===== src/rtl/dwbus_pkg.sv =====
package dwbus_pkg;
  // Strobes the control half hands to the datapath each cycle.
  typedef struct packed {
    logic readEn;   // drive read data onto the active pins
    logic writeEn;  // commit the bus value this clock edge
    logic byteMode; // 8-bit bus; top pin is the byte select
  } bus_strobe_t;
endpackage


===== src/rtl/dwbus_ctrl.sv =====
module dwbus_ctrl
  import dwbus_pkg::*;
#(
  parameter bit BYTE_CAPABLE = 1'b1
) (
  input  logic        resetN,
  input  logic        ceN,
  input  logic        oeN,
  input  logic        weN,
  input  logic        byteN,
  output bus_strobe_t strobe
);
  logic modeByte;

  generate
    if (BYTE_CAPABLE) begin : g_mode_pin
      assign modeByte = ~byteN;
    end else begin : g_word_only
      assign modeByte = 1'b0;
    end
  endgenerate

  always_comb begin
    strobe.readEn   = resetN & ~ceN & ~oeN & weN;
    strobe.writeEn  = resetN & ~ceN & ~weN & oeN;
    strobe.byteMode = modeByte;
  end
endmodule


===== src/rtl/dwbus_datapath.sv =====
module dwbus_datapath
  import dwbus_pkg::*;
#(
  parameter int WORD_W = 16,
  parameter int ADDR_W = 4
) (
  input  logic              clk,
  input  logic              resetN,
  input  bus_strobe_t       strobe,
  input  logic [ADDR_W-1:0] addr,
  input  logic [WORD_W-1:0] dqIn,
  output logic [WORD_W-1:0] dqOut,
  output logic [WORD_W-1:0] dqOe,
  output logic [ADDR_W:0]   byteAddr
);
  localparam int HALF  = WORD_W / 2;
  localparam int DEPTH = 1 << ADDR_W;

  logic [WORD_W-1:0] mem [DEPTH];
  logic              hiSel;
  logic [WORD_W-1:0] wordRd;
  logic [HALF-1:0]   byteRd;

  // Top pin acts as the sub-word address bit in byte mode.
  assign hiSel    = strobe.byteMode & dqIn[WORD_W-1];
  assign byteAddr = {addr, hiSel};

  always_ff @(posedge clk) begin
    if (strobe.writeEn) begin
      if (!strobe.byteMode)
        mem[addr] <= dqIn;
      else if (hiSel)
        mem[addr][WORD_W-1:HALF] <= dqIn[HALF-1:0];
      else
        mem[addr][HALF-1:0] <= dqIn[HALF-1:0];
    end
  end

  assign wordRd = mem[addr];
  assign byteRd = hiSel ? wordRd[WORD_W-1:HALF] : wordRd[HALF-1:0];

  always_comb begin
    if (!strobe.readEn)
      dqOut = '0;
    else if (strobe.byteMode)
      dqOut = {{HALF{1'b0}}, byteRd};
    else
      dqOut = wordRd;
  end

  // Per-pin enables: lower half follows the read strobe, upper half is
  // additionally gated off in byte mode.
  generate
    for (genvar i = 0; i < WORD_W; i++) begin : g_pin
      if (i < HALF) begin : g_low
        assign dqOe[i] = strobe.readEn;
      end else begin : g_high
        assign dqOe[i] = strobe.readEn & ~strobe.byteMode;
      end
    end
  endgenerate

  // a word write lands in full at the latched address
  assert_word_write_R7: assert property (@(posedge clk) disable iff (!resetN)
    (strobe.writeEn && !strobe.byteMode) |=> mem[$past(addr)] == $past(dqIn));

  // a low-byte write leaves the high byte untouched
  assert_byte_keep_R8: assert property (@(posedge clk) disable iff (!resetN)
    (strobe.writeEn && strobe.byteMode && !dqIn[WORD_W-1])
      |=> mem[$past(addr)][WORD_W-1:HALF] == $past(mem[addr][WORD_W-1:HALF]));
endmodule


===== src/rtl/dual_width_bus_if.sv =====
module dual_width_bus_if
  import dwbus_pkg::*;
#(
  parameter int WORD_W       = 16,
  parameter int ADDR_W       = 4,
  parameter bit BYTE_CAPABLE = 1'b1
) (
  input  logic              clk,
  input  logic              resetN,
  input  logic              ceN,
  input  logic              oeN,
  input  logic              weN,
  input  logic              byteN,
  input  logic [ADDR_W-1:0] addr,
  input  logic [WORD_W-1:0] dqIn,
  output logic [WORD_W-1:0] dqOut,
  output logic [WORD_W-1:0] dqOe,
  output logic [ADDR_W:0]   byteAddr
);
  localparam int HALF = WORD_W / 2;

  bus_strobe_t strobe;

  dwbus_ctrl #(.BYTE_CAPABLE(BYTE_CAPABLE)) u_ctrl (
    .resetN(resetN), .ceN(ceN), .oeN(oeN), .weN(weN), .byteN(byteN),
    .strobe(strobe)
  );

  dwbus_datapath #(.WORD_W(WORD_W), .ADDR_W(ADDR_W)) u_dp (
    .clk(clk), .resetN(resetN), .strobe(strobe), .addr(addr), .dqIn(dqIn),
    .dqOut(dqOut), .dqOe(dqOe), .byteAddr(byteAddr)
  );

  // all read conditions met -> at least the low pins are driven
  assert_read_drives_R1: assert property (@(posedge clk) disable iff (!resetN)
    (!ceN && !oeN && weN) |-> dqOe[0]);

  // a deselected bus is never driven
  assert_hiz_deselect_R2: assert property (@(posedge clk) disable iff (!resetN)
    (ceN || oeN) |-> dqOe == '0);

  // upper pins stay undriven in byte mode
  assert_byte_upper_off_R5: assert property (@(posedge clk) disable iff (!resetN)
    (BYTE_CAPABLE && !byteN) |-> dqOe[WORD_W-1:HALF] == '0);

  // nothing driven while reset is low
  always @(posedge clk) begin
    if (resetN === 1'b0) begin
      assert_reset_hiz_R3: assert (dqOe == '0);
    end
  end
endmodule


===== config.mk =====
export PLATFORM = sky130hd
export DESIGN_NAME = dual_width_bus_if
export DESIGN_NICKNAME = d
export VERILOG_FILES = /design/src/rtl/dwbus_pkg.sv /design/src/rtl/dwbus_ctrl.sv /design/src/rtl/dwbus_datapath.sv /design/src/rtl/dual_width_bus_if.sv
export SDC_FILE = /design/constraint.sdc
export NUM_CORES = 1
export LEC_CHECK = 0
export BUFFER_PORTS_ARGS = -buffer_cell sky130_fd_sc_hd__buf_2
export CAP_MARGIN = 20
export CORE_MARGIN = 10
export CORE_UTILIZATION = 61
export CTS_BUF_LIST = sky130_fd_sc_hd__clkbuf_8
export CTS_CLUSTER_DIAMETER = 100
export DETAILED_ROUTE_END_ITERATION = 7
export GPL_TIMING_DRIVEN = 0
export PLACE_DENSITY = 0.86
export SLEW_MARGIN = 20
export SYNTH_ARGS = -nofsm -noshare
export SYNTH_HDL_FRONTEND = slang
export SYNTH_SLANG_ARGS = --single-unit

===== constraint.sdc =====
create_clock -name clk -period 2.6 [get_ports clk]
set_input_delay 0.13 -clock clk [delete_from_list [all_inputs] [get_ports clk]]
set_output_delay 0.13 -clock clk [all_outputs]
set_load 0.005 [all_outputs]

=== After elaboration in Yosys (flattened, before gate mapping) ===
Memory sizes are Yosys's and may differ from the RTL's.
Index checks and enable logic that the tools add are counted.

* Word-level logic and storage cells: 30
* Input bits: 26
* Output and inout bits: 37
* Register bits after elaboration: 0
* Memories kept: 1
* Memory bits (writable): 256

{| class="wikitable"
|+ Memories
! name !! depth !! bits a word !! rd ports !! clocked after Yosys merged registers in !! write ports !! line !! RTL
|-
| u_dp.mem || 16 || 16 || 1 || 0 || 1 || dwbus_datapath.sv:19 || <nowiki>logic [WORD_W-1:0] mem [DEPTH];</nowiki>
|}

* Multiplexer cells: 16
* Bitwise gates (word level): 13

{| class="wikitable"
|+ Operators by type and width
! cell !! count
|-
| $mux 16 || 2
|-
| $mux 8 || 3
|-
| $mux 1 || 11
|-
| $and 1x1->1 || 7
|-
| $not 1->1 || 4
|-
| $or 1x1->1 || 2
|}

=== Longest topological paths before layout ===
* Depth in word-level cells: 7
* Gate-level depth with buffers: 8

=== Modules after synthesis ===
Synthesis repeated with hierarchy kept, for this count alone.

* Cells, all modules: 567
* Area, all modules: 10503.8 um^2

{| class="wikitable"
|+ Modules (own cells, without submodules)
! module !! cells each !! instances !! area an instance (um^2)
|-
| dwbus_datapath || 563 || 1 || 10467.5
|-
| dwbus_ctrl || 4 || 1 || 36.3
|}

=== Worst setup path after synthesis ===
OpenSTA, ideal clock, no wires.

* Path type: input -> register
* Start point: input port addr[1]
* End point: memory u_dp.mem[1][10] (enable)
* Path slack: 419 ps
* Arrival time: 1798 ps
* Data required time: 2217 ps
* Stages on the path: 6
* Path through: buf_4 -> buf_4 -> clkbuf_2 -> nand2b_1 -> or3_1 -> nor3_1

{| class="wikitable"
|+ RTL lines
! item !! line !! RTL
|-
| start, declared || dual_width_bus_if.sv:14 || <nowiki>input logic [ADDR_W-1:0] addr,</nowiki>
|-
| end, declared || dwbus_datapath.sv:19 ||
|}

Straight into the memory's write port.

=== Worst setup path after layout ===
* Start point: input port oeN
* End point: output port dqOut[3]

* Word-level cells in the longest chain between the ends: 4

{| class="wikitable"
|+ RTL lines
! item !! line !! RTL
|-
| start, declared || dual_width_bus_if.sv:11 || <nowiki>input logic oeN,</nowiki>
|-
| $not 1->1 || dwbus_ctrl.sv:24 || <nowiki>strobe.readEn = resetN & ~ceN & ~oeN & weN;</nowiki>
|-
| $and 1x1->1 (2 in series) || dwbus_ctrl.sv:24 ||
|-
| $mux 16 || dwbus_datapath.sv:43 || <nowiki>if (!strobe.readEn)</nowiki>
|-
| end, declared || dual_width_bus_if.sv:16 || <nowiki>output logic [WORD_W-1:0] dqOut,</nowiki>
|}

Every way passes these cells.

==> run metrics <==
status=finished, final reports clean; initial antenna violation count=0; Required @ worst endpoint=2.47 ns; grt ovf=0; hpwl dp=16000 µm; nets=703; fin crit period=2.49 ns; gr usage total=20.6%; Synth top area share=73.4%; Cell variety after synth=34; clock sink count=256; PD cells=666 mW/mm²; worst slew pin tran=1.04 ns; Root Buffer=clkbuf_8; Top reg by flops=u_dp.mem; vias in the first global route=5893; first-pass GRT wire length=34700 µm; via count=5835; die area=0.0228 mm²; Final period util=95.9%; Finish-stage setup viols=0; # fillers=1018; synthesized flop and latch total=256; Vert. Die Dim=151 µm; post-DR wirelength/cell=25.3 µm; max-slew violation count=0; Arr. time, crit path=2.36 ns; Antenna diodes=0; CTS tree=built; share of cells above drive strength 1=29.5%; Starting DRT DRC Count=750; Final Hold Violating Endpoints=0; CP max stage delay=0.60 ns; end of the worst hold path=u_dp.mem[3][4]; synthesized cell area=0.0105 mm²; Worst Path Buf+Inv=3; DR vias/cell=6.34; Largest register FFs=256; core box area=0.0167 mm²; internal power=6170 µW; remaining antenna violation count=0; Clock Pin Slew Worst Setup and Hold Paths=0.06 ns; Seq/Total Area, Yosys=73.4%; Max-slew headroom=30.2%; most frequent cells in the layout=edfxtp_1, buf_2, mux2i_1, clkbuf_8, nor2_1; Comb pwr share=5.7%; Worst path slowest cell=a2111oi_2; worst min-delay path startpoint=dqIn[4]; worst vdd ir=0.478 mV; TritonRoute pass-1 iters=5; placed cell area=0.0111 mm²; Synth area leaders=edfxtp_1, mux4_2, mux2i_1; clock network power share=36.3%; Max Buffers Root-to-Sink=3; net switching power=1690 µW; Port Buffers=60; # rows=47; P_leak=0.00410 µW; sequential share of power=58.0%; Die Wd=151 µm; critical-path maximum fanout=13; Post-Syn Area per Cell=18.2 µm²; hold path depth=1; CP delay by family, top=compound AO/OA/AOI/OAI gates; CP Capture Type=primary output; crit path kind=in2out; H-tree levels=2; commonest non-fill, non-tap cell in the layout=edfxtp_1; CP Launch Type=input pin; launch point of the worst path=oeN; GPL Wtd Cong=0.951; FF/Latch Area=0.00769 mm²; Min-Delay Path Class=in2reg; fin area=0.0118 mm²; Hold WS=0.0272 ns; Max Clk Rate=401 MHz; final WL=23300 µm; leading registers by flop count=u_dp.mem x256; CTS buffer count=38; initial core utilization=62.7%; footprint of the multi-input gates=0.00252 mm²; # IOs=63; Ys Warns=0; Sw Share=21.5%; P&R area growth vs syn=12.6%; syn_nets=601; Setup TNS Final=0 ns; number of setup buffers added after CTS=0; Post-Synthesis Cells=575; pin count of the biggest net entering global routing=18; DRC Markers=0; Max-Cap Viols=0; worst-path cell chain=buf_2 -> nor4bb_1 -> clkbuf_2 -> nand3_2 -> a2111oi_2 -> a31oi_1 -> o211ai_1 -> buf_2; CP most frequent cell=buf_2; Synth area leader=edfxtp_1
-- stage by stage --
step	utilization, %	total power, µW	cells	setup slack (ns)
finish	70.6	7860	921	0.106
global route	70.6	8120	921	-0.0191
CTS	70.5	7890	921	0.0678
detailed placement	66.3	5080	855	-0.616
global placement	66.2	5060	855	-0.310
floorplan	-	4920	575	0.419
-- cells in the mapped netlist, drive strengths merged --
cell / number
a2111oi: 7
a211o: 1
a211oi: 15
a22o: 7
a22oi: 18
a31oi: 7
and2: 1
buf: 39
clkbuf: 11
clkinv: 1
edfxtp: 256
inv: 1
mux2: 15
mux2i: 65
mux4: 32
nand2: 15
nand2b: 5
nand3: 5
nand4bb: 1
nor2: 40
nor2b: 9
nor3: 8
nor3b: 1
nor4bb: 1
o211ai: 7
o21ai: 1
o31a: 1
or2: 1
or3: 4
-- worst max-delay path by stage --
stage / cells past startpoint / slack, ns / endpoint
final: 8 / 0.11 / dqOut[3]
after floorplan: 6 / 0.42 / u_dp.mem[1][10]
after global routing: 8 / -0.02 / dqOut[5]
after CTS: 8 / 0.07 / dqOut[3]
after detailed placement: 8 / -0.62 / dqOut[3]
after global placement: 8 / -0.31 / dqOut[2]
-- routing by layer --
layer | global-route usage, % | up-vias | wire [µm]
met1 | 24.8 | 2927 | 8300
met2 | 35.0 | 345 | 12200
met4 | 8.28 | 0 | 682
met5 | 0 | - | 0
met3 | 5.04 | 61 | 2140
li1 | - | 2502 | -
-- power by group through the flow --
stage	Sequential (µW)	Clock (µW)	Combinational (µW)
floorplan	4650	0	271
finish	4560	2850	447
CTS	4560	2890	444
detailed placement	4650	0	436
global route	4560	3090	478
global placement	4640	0	416
-- repair_timing --
action / 4_1_cts / 5_1_grt
pin swaps: 0 / 0
endpoints found under the setup margin: 7 / 5
gates resized for setup: 10 / 5
hold endpoints to repair: 20 / 0
hold buffers: 2 / 0
-- area by class of cell --
type	count	area share [%]
Buffer	50	2.77
Multi-Input combinational cell	267	21.4
Clock buffer	41	4.78
Inverter	2	0.0636
Sequential cell	256	65.2
Tap cell	220	2.33
Timing Repair Buffer	62	2.71
Clock inverter	23	0.785
-- logic make-up after synthesis --
family | Yosys count | share of synthesized area, %
multiplexers | 112 | 14.7
buffers and inverters | 52 | 3.16
AO/OA/AOI/OAI | 64 | 4.67
AND/OR/NAND/NOR | 91 | 4.11
flip-flops | 256 | 73.4
No activity file was read; power rests on OpenSTA's default activity.
